<file path="src/rtl/i2c_ptr_pkg.sv">
// Shared constants and the bus state type for the I2C register-pointer slave.
// Assumes a byte-oriented bus with 7-bit addressing.
package i2c_ptr_pkg;

    localparam int BYTE_W = 8;
    localparam int CNT_W  = 4;
    localparam logic [CNT_W-1:0] BYTE_DONE = 4'd8;

    typedef enum logic [3:0] {
        ST_IDLE,
        ST_ADDR,
        ST_ADDR_ACK,
        ST_CMD,
        ST_CMD_ACK,
        ST_WDATA,
        ST_WDATA_ACK,
        ST_RDATA,
        ST_RDATA_ACK
    } bus_state_t;

endpackage

</file>
<file path="src/rtl/i2c_line_mon.sv">
// Line monitor: turns the synchronized SCL/SDA levels into single-cycle events.
// Events are SCL rising, SCL falling, START (SDA falls while SCL stays high)
// and STOP (SDA rises while SCL stays high).
// Assumes the inputs are already free of metastability and glitches.
module i2c_line_mon (
    input  logic clk,
    input  logic rst_n,
    input  logic scl_i,
    input  logic sda_i,
    output logic scl_rise,
    output logic scl_fall,
    output logic start_det,
    output logic stop_det
);

    logic scl_q;
    logic sda_q;

    // Keep the previous line levels; an idle bus rests high.
    always_ff @(posedge clk) begin
        if (!rst_n) begin
            scl_q <= 1'b1;
            sda_q <= 1'b1;
        end else begin
            scl_q <= scl_i;
            sda_q <= sda_i;
        end
    end

    // Compare old and new levels to form the bus events.
    always_comb begin
        scl_rise  = !scl_q && scl_i;
        scl_fall  = scl_q && !scl_i;
        start_det = scl_q && scl_i && sda_q && !sda_i;
        stop_det  = scl_q && scl_i && !sda_q && sda_i;
    end

endmodule

</file>
<file path="src/rtl/i2c_ptr_fsm.sv">
// Bus state machine: shifts in the address, command and data bytes, drives
// ACK and read data onto SDA, and raises single-cycle requests for command
// load, register write and register read.
// Assumes line events from i2c_line_mon. SDA drive is changed only on an
// SCL falling event.
module i2c_ptr_fsm
    import i2c_ptr_pkg::*;
#(
    parameter logic [3:0] ADDR_NIB = 4'b0100
) (
    input  logic              clk,
    input  logic              rst_n,
    input  logic              scl_rise,
    input  logic              scl_fall,
    input  logic              start_det,
    input  logic              stop_det,
    input  logic              sda_i,
    input  logic [2:0]        strap_i,
    input  logic [BYTE_W-1:0] tx_byte,
    output logic              sda_oe,
    output logic              cmd_load,
    output logic              wr_req,
    output logic              rd_req,
    output logic [BYTE_W-1:0] rx_byte
);

    bus_state_t         state;
    logic [CNT_W-1:0]   bit_cnt;
    logic [BYTE_W-1:0]  rx_sh;
    logic [BYTE_W-1:0]  tx_sh;
    logic               dir_rd;
    logic               master_ack;
    logic               addr_hit;
    logic               rx_phase;
    logic               byte_end;

    // Address comparison and byte-boundary decode.
    always_comb begin
        addr_hit = (rx_sh[BYTE_W-1:1] == {ADDR_NIB, strap_i});
        rx_phase = (state == ST_ADDR) || (state == ST_CMD) || (state == ST_WDATA);
        byte_end = scl_fall && (bit_cnt == BYTE_DONE);
    end

    // Request pulses toward the pointer/access gate.
    always_comb begin
        cmd_load = byte_end && (state == ST_CMD);
        wr_req   = byte_end && (state == ST_WDATA);
        rd_req   = scl_fall && (((state == ST_ADDR_ACK) && dir_rd) ||
                                ((state == ST_RDATA_ACK) && master_ack));
        rx_byte  = rx_sh;
    end

    // Main sequencer: bus conditions first, then per-state bit handling.
    always_ff @(posedge clk) begin
        if (!rst_n) begin
            state      <= ST_IDLE;
            bit_cnt    <= '0;
            rx_sh      <= '0;
            tx_sh      <= '0;
            dir_rd     <= 1'b0;
            master_ack <= 1'b0;
            sda_oe     <= 1'b0;
        end else if (start_det) begin
            state   <= ST_ADDR;
            bit_cnt <= '0;
            sda_oe  <= 1'b0;
        end else if (stop_det) begin
            state   <= ST_IDLE;
            bit_cnt <= '0;
            sda_oe  <= 1'b0;
        end else begin
            if (rx_phase && scl_rise && (bit_cnt != BYTE_DONE)) begin
                rx_sh   <= {rx_sh[BYTE_W-2:0], sda_i};
                bit_cnt <= bit_cnt + 1'b1;
            end
            case (state)
                ST_ADDR: begin
                    if (byte_end) begin
                        bit_cnt <= '0;
                        if (addr_hit) begin
                            state  <= ST_ADDR_ACK;
                            dir_rd <= rx_sh[0];
                            sda_oe <= 1'b1;
                        end else begin
                            state <= ST_IDLE;
                        end
                    end
                end
                ST_CMD: begin
                    if (byte_end) begin
                        bit_cnt <= '0;
                        state   <= ST_CMD_ACK;
                        sda_oe  <= 1'b1;
                    end
                end
                ST_WDATA: begin
                    if (byte_end) begin
                        bit_cnt <= '0;
                        state   <= ST_WDATA_ACK;
                        sda_oe  <= 1'b1;
                    end
                end
                ST_ADDR_ACK: begin
                    if (scl_fall) begin
                        bit_cnt <= '0;
                        if (dir_rd) begin
                            state  <= ST_RDATA;
                            tx_sh  <= tx_byte;
                            sda_oe <= !tx_byte[BYTE_W-1];
                        end else begin
                            state  <= ST_CMD;
                            sda_oe <= 1'b0;
                        end
                    end
                end
                ST_CMD_ACK, ST_WDATA_ACK: begin
                    if (scl_fall) begin
                        state  <= ST_WDATA;
                        sda_oe <= 1'b0;
                    end
                end
                ST_RDATA: begin
                    if (scl_rise) begin
                        bit_cnt <= bit_cnt + 1'b1;
                    end
                    if (byte_end) begin
                        bit_cnt <= '0;
                        state   <= ST_RDATA_ACK;
                        sda_oe  <= 1'b0;
                    end else if (scl_fall) begin
                        tx_sh  <= {tx_sh[BYTE_W-2:0], 1'b0};
                        sda_oe <= !tx_sh[BYTE_W-2];
                    end
                end
                ST_RDATA_ACK: begin
                    if (scl_rise) begin
                        master_ack <= !sda_i;
                    end
                    if (scl_fall) begin
                        bit_cnt <= '0;
                        if (master_ack) begin
                            state  <= ST_RDATA;
                            tx_sh  <= tx_byte;
                            sda_oe <= !tx_byte[BYTE_W-1];
                        end else begin
                            state  <= ST_IDLE;
                            sda_oe <= 1'b0;
                        end
                    end
                end
                default: begin
                    bit_cnt <= '0;
                end
            endcase
        end
    end

endmodule

</file>
<file path="src/rtl/i2c_ptr_gate.sv">
// Pointer register and access gate: holds the last command byte, decides
// whether a write or read request may reach the bank, and zeroes read data
// for pointers that name no register.
// Assumes that cmd_load, wr_req and rd_req never coincide.
module i2c_ptr_gate
    import i2c_ptr_pkg::*;
#(
    parameter int NUM_REGS = 4,
    parameter logic [NUM_REGS-1:0] RO_MASK = 4'b0001,
    localparam int PTR_W = $clog2(NUM_REGS)
) (
    input  logic              clk,
    input  logic              rst_n,
    input  logic              cmd_load,
    input  logic [BYTE_W-1:0] cmd_byte,
    input  logic              wr_req,
    input  logic              rd_req,
    input  logic [BYTE_W-1:0] bank_rdata,
    output logic [PTR_W-1:0]  reg_ptr,
    output logic              reg_wr,
    output logic              reg_rd,
    output logic [BYTE_W-1:0] tx_byte
);

    localparam logic [BYTE_W-1:0] REG_LIMIT = BYTE_W'(NUM_REGS);

    logic [BYTE_W-1:0]   cmd_q;
    logic                ptr_valid;
    logic [NUM_REGS-1:0] writable;

    // Per-register write permission derived from the read-only mask.
    genvar gi;
    generate
        for (gi = 0; gi < NUM_REGS; gi++) begin : g_wperm
            assign writable[gi] = !RO_MASK[gi];
        end
    endgenerate

    // Command byte store; kept until a new command byte arrives.
    always_ff @(posedge clk) begin
        if (!rst_n) begin
            cmd_q <= '0;
        end else if (cmd_load) begin
            cmd_q <= cmd_byte;
        end
    end

    // Access decode toward the bank and data selection toward the bus.
    always_comb begin
        ptr_valid = (cmd_q < REG_LIMIT);
        reg_ptr   = cmd_q[PTR_W-1:0];
        reg_wr    = wr_req && ptr_valid && writable[reg_ptr];
        reg_rd    = rd_req && ptr_valid;
        tx_byte   = ptr_valid ? bank_rdata : '0;
    end

endmodule

</file>
<file path="src/rtl/i2c_ptr_slave.sv">
// Top of the I2C register-pointer slave. It joins the line monitor, the bus
// state machine and the pointer/access gate.
// Assumes scl_i/sda_i are synchronized, and that sda_oe_o drives an
// open-drain pull-down outside this block.
module i2c_ptr_slave
    import i2c_ptr_pkg::*;
#(
    parameter bit ALT_ADDR = 1'b0,
    parameter int NUM_REGS = 4,
    parameter logic [NUM_REGS-1:0] RO_MASK = 4'b0001,
    localparam int PTR_W = $clog2(NUM_REGS)
) (
    input  logic              clk,
    input  logic              rst_n,
    input  logic              scl_i,
    input  logic              sda_i,
    input  logic [2:0]        strap_i,
    output logic              sda_oe_o,
    output logic              reg_wr_o,
    output logic              reg_rd_o,
    output logic [PTR_W-1:0]  reg_ptr_o,
    output logic [BYTE_W-1:0] reg_wdata_o,
    input  logic [BYTE_W-1:0] reg_rdata_i
);

    localparam logic [3:0] ADDR_NIB = ALT_ADDR ? 4'b0111 : 4'b0100;

    logic              scl_rise;
    logic              scl_fall;
    logic              start_det;
    logic              stop_det;
    logic              cmd_load;
    logic              wr_req;
    logic              rd_req;
    logic [BYTE_W-1:0] rx_byte;
    logic [BYTE_W-1:0] tx_byte;

    i2c_line_mon u_mon (
        .clk       (clk),
        .rst_n     (rst_n),
        .scl_i     (scl_i),
        .sda_i     (sda_i),
        .scl_rise  (scl_rise),
        .scl_fall  (scl_fall),
        .start_det (start_det),
        .stop_det  (stop_det)
    );

    i2c_ptr_fsm #(
        .ADDR_NIB (ADDR_NIB)
    ) u_fsm (
        .clk       (clk),
        .rst_n     (rst_n),
        .scl_rise  (scl_rise),
        .scl_fall  (scl_fall),
        .start_det (start_det),
        .stop_det  (stop_det),
        .sda_i     (sda_i),
        .strap_i   (strap_i),
        .tx_byte   (tx_byte),
        .sda_oe    (sda_oe_o),
        .cmd_load  (cmd_load),
        .wr_req    (wr_req),
        .rd_req    (rd_req),
        .rx_byte   (rx_byte)
    );

    i2c_ptr_gate #(
        .NUM_REGS (NUM_REGS),
        .RO_MASK  (RO_MASK)
    ) u_gate (
        .clk        (clk),
        .rst_n      (rst_n),
        .cmd_load   (cmd_load),
        .cmd_byte   (rx_byte),
        .wr_req     (wr_req),
        .rd_req     (rd_req),
        .bank_rdata (reg_rdata_i),
        .reg_ptr    (reg_ptr_o),
        .reg_wr     (reg_wr_o),
        .reg_rd     (reg_rd_o),
        .tx_byte    (tx_byte)
    );

    // The write data is the byte just shifted in.
    assign reg_wdata_o = rx_byte;

endmodule

</file>
<file path="config.mk">
export PLATFORM = sky130hd
export DESIGN_NAME = i2c_ptr_slave
export DESIGN_NICKNAME = d
export VERILOG_FILES = /design/src/rtl/i2c_ptr_pkg.sv /design/src/rtl/i2c_line_mon.sv /design/src/rtl/i2c_ptr_fsm.sv /design/src/rtl/i2c_ptr_gate.sv /design/src/rtl/i2c_ptr_slave.sv
export SDC_FILE = /design/constraint.sdc
export NUM_CORES = 1
export LEC_CHECK = 0
export BUFFER_PORTS_ARGS = -buffer_cell sky130_fd_sc_hd__buf_2
export CORE_AREA = 5 5 77 79
export DETAILED_ROUTE_END_ITERATION = 16
export DIE_AREA = 0 0 82 84
export GPL_TIMING_DRIVEN = 0
export PLACE_DENSITY = 0.65
export SETUP_SLACK_MARGIN = 0.3
export SLEW_MARGIN = 20
export SYNTH_ARGS = -nofsm -noshare
export SYNTH_HDL_FRONTEND = slang
export SYNTH_HIERARCHICAL = 1
export SYNTH_SLANG_ARGS = --single-unit
</file>
<file path="constraint.sdc">
create_clock -name clk -period 1.9 [get_ports clk]
set_input_delay 0.475 -clock clk [delete_from_list [all_inputs] [get_ports clk]]
set_output_delay 0.475 -clock clk [all_outputs]
set_load 0.03 [all_outputs]
</file>
==> qor.yml <==
status: "finished with violations"
violations: "negative setup slack"
holdPathEnd: "u_mon/sda_q"
grt_pass1_vias: 2222
die_x_microns: 82
drcViolationCount: 0
ys_ff_latch: 36
holdBufCountCts: 0
synthTopCellsByArea: "dfxtp_1 (32%), mux2i_1 (8.9%), nor4b_2 (5.4%), nand2_1 (4.5%), nor2b_1 (3.4%)"
gp_congestion: 0.822
cts_tree: "done"
drtIter0Drc: 134
switching_power_mw: 0.357
synthesis.nets: 269
synthArstFlopShare: 0
slowest_delay_ps: 380
final_core_util: 0.591
ys_warn_count: 6
track_usage: 0.191
stdcell_area_sq_um: 3120
syn_area_sq_um: 2240
r2r_start: "u_mon/scl_q"
fmax_ghz: 0.450
synth.top_cell.area_share: 0.322
rsz0062_at_grt: "true"
slowest_stage: "or3_4"
coreArea_sq_um: 5270
firstDrtPassIters: 5
syn_inst: 252
synth_common_cells: "dfxtp_1 (36), nand2_1 (27), mux2i_1 (20)"
die-area_sq_um: 6890
post_drt_wl_per_cell_microns: 16.0
cp.arrival_ps: 1750
r2r_slack_ps: -140
grt_max_degree: 13
cp.required_ps: 1420
start_util: 0.425
max-vdd-ir-drop_uv: 535
reg2reg_depth: 10
crit_chain: "buf_6 > buf_6 > or3_4 > nor2_4 > o21ai_4 > nor4_4 > buf_4"
switching_share: 0.225
synth_area_per_cell_sq_um: 8.88
portBuffers: 27
rows: 27
post-place-cells: 351
yosysSeqAreaShare: 0.322
worstSetupPathType: "register to output pin"
grt_pass1_wl_microns: 10400
routed_via_density: 5.43
synth_cell_types: 58
p_int_mw: 1.23
worst_slew_pin_slew_ps: 790
cts_max_level: 2
synth-edff-count: 0
clk_pin_slew_ps: 70
drv_cap: 0
synth.largest_area_cell: "dfxtp_1"
power_density_nw_per_um2: 509
area_growth_syn_to_layout_pct: 39.3
synth_ff_type: "dfxtp_1"
cp_common_cell: "buf_6"
fin_nets: 328
setup_viol: 11
p_comb_frac: 0.107
clock-sinks: 36
clockPowerShare: 0.416
ant_nets: 0
overflow: 0
clock_latency_ps: 280
pin_count: 28
period_minus_slack_ps: 2220
stdcell_count: 384
timing.rr.end: "u_gate/cmd_q[2]"
clock_skew_ps: 7.06
drv_slew: 0
vias: 2084
yosysMostFrequentCell: "dfxtp_1"
layout_setup_ws_ps: -321
startpoint_type: "register"
cts_buffers: 5
routed_wl_microns: 6160
min_period_over_period: 1.17
whs_path_depth: 2
antenna_found_initial: 0
hpwl_microns: 3820
hold_viol_final: 0
min_from: "sda_i"
cp-end-kind: "output pin"
p_leak_nw: 1.24
root_buffer: "clkbuf_8"
hp-class: "input pin to register"
slew_headroom: 0.474
drive_above_1_share: 0.417
die_y_microns: 84
diodes: 0
worstPathMaxFanout: 6
clockBufferDepth: 2
placed_area_sq_um: 2510
power.share.sequential: 0.477
repair_timing:
item	CTS	global route
buffers inserted	21	4
pin swaps	22	12
setup endpoints to repair	34	36
gates resized for setup	71	20
state kept, by name (all words and copies together) (netlist names):
register          count
u_mon/scl_q           1
u_fsm/rx_byte         8
u_gate/cmd_q          8
u_fsm/sda_oe          1
u_fsm/tx_sh           7
u_fsm/bit_cnt         4
u_fsm/master_ack      1
u_fsm/state           4
u_mon/sda_q           1
u_fsm/dir_rd          1
worst max-delay path by stage:
stage	from	endpoint	slack (ps)	cells after the start
6_report	u_fsm/state[3]	reg_wr_o	-320	7
5_1_grt	u_fsm/state[3]	reg_wr_o	-400	7
4_1_cts	u_fsm/state[3]	reg_wr_o	-330	7
3_5_place_dp	scl_i	reg_wr_o	-480	8
3_3_place_gp	scl_i	reg_wr_o	-460	8
2_1_floorplan	u_fsm/state[2]	reg_wr_o	-90	6
power groups by stage:
stage | clock [mW] | sequential [mW] | combinational (mW)
after floorplan | 0 | 0.783 | 0.0724
after global routing | 0.702 | 0.757 | 0.182
final | 0.659 | 0.756 | 0.169
after global placement | 0 | 0.781 | 0.112
after detailed placement | 0 | 0.781 | 0.113
after CTS | 0.675 | 0.756 | 0.148
cell families after synthesis:
group                    synth area share
buffers and inverters              0.0671
flip-flops                          0.322
XOR/XNOR                           0.0235
AO/OA/AOI/OAI                       0.171
adder cells (fa/ha/maj)            0.0112
AND/OR/NAND/NOR                     0.311
multiplexers                       0.0945
placed cells by master, fill, tap and decap left out, types with 3 or more instances in the layout:
| cell | synthesis | final |
|---|---|---|
| mux2i_1 | 20 | 20 |
| xnor2_1 | 4 | 4 |
| buf_8 | 0 | 4 |
| a21o_1 | 3 | 3 |
| dfxtp_2 | 0 | 3 |
| inv_1 | 5 | 3 |
| nor2_4 | 0 | 4 |
| o21ai_0 | 8 | 5 |
| dfxtp_4 | 0 | 5 |
| nor4b_2 | 8 | 9 |
| inv_2 | 1 | 3 |
| a21boi_1 | 2 | 8 |
| o211a_1 | 7 | 7 |
| dfxtp_1 | 36 | 28 |
| clkbuf_8 | 0 | 5 |
| buf_2 | 6 | 25 |
| nand2_1 | 27 | 23 |
| buf_4 | 7 | 20 |
| nor2_1 | 13 | 10 |
| nor3_1 | 6 | 4 |
| nand2b_1 | 5 | 4 |
| nand3_1 | 12 | 12 |
| nand2_4 | 0 | 3 |
| nor2b_1 | 12 | 10 |
| clkbuf_1 | 6 | 5 |
| buf_6 | 2 | 19 |
through the flow:
step / setup slack (ps) / hold slack [ps] / total power, mW / TNS (ps)
after floorplan: -90.4 / 444 / 0.855 / -90.4
after global placement: -455 / 457 / 0.893 / -4140
after detailed placement: -479 / 477 / 0.894 / -4220
after CTS: -326 / 414 / 1.58 / -1780
after global routing: -399 / 460 / 1.64 / -3030
final: -321 / 445 / 1.58 / -1770
metal layers:
metal	track usage	routed length [microns]
met4	0.0876	189
met1	0.232	2730
met2	0.316	3010
met5	0	0
met3	0.0367	227
final cells by class:
cell class / instances / area [sq um]
fillers: 479 / 2150
flip-flops and latches: 36 / 743
repair buffers: 52 / 369
clock buffers: 6 / 72.6
inverters: 6 / 22.5
plain buffers: 21 / 215
clock inverters: 2 / 35.0
multi-input cells: 189 / 1570
well taps: 72 / 90.1
worst max-delay path, delay by kind of cell, from the launching register on:
family / cells / cell delay (ps)
AND/OR/NAND/NOR: 3 / 620
flip-flops: 1 / 330
buffers and inverters: 3 / 430
AO/OA/AOI/OAI: 1 / 80
(Power assumes the default switching activity.)
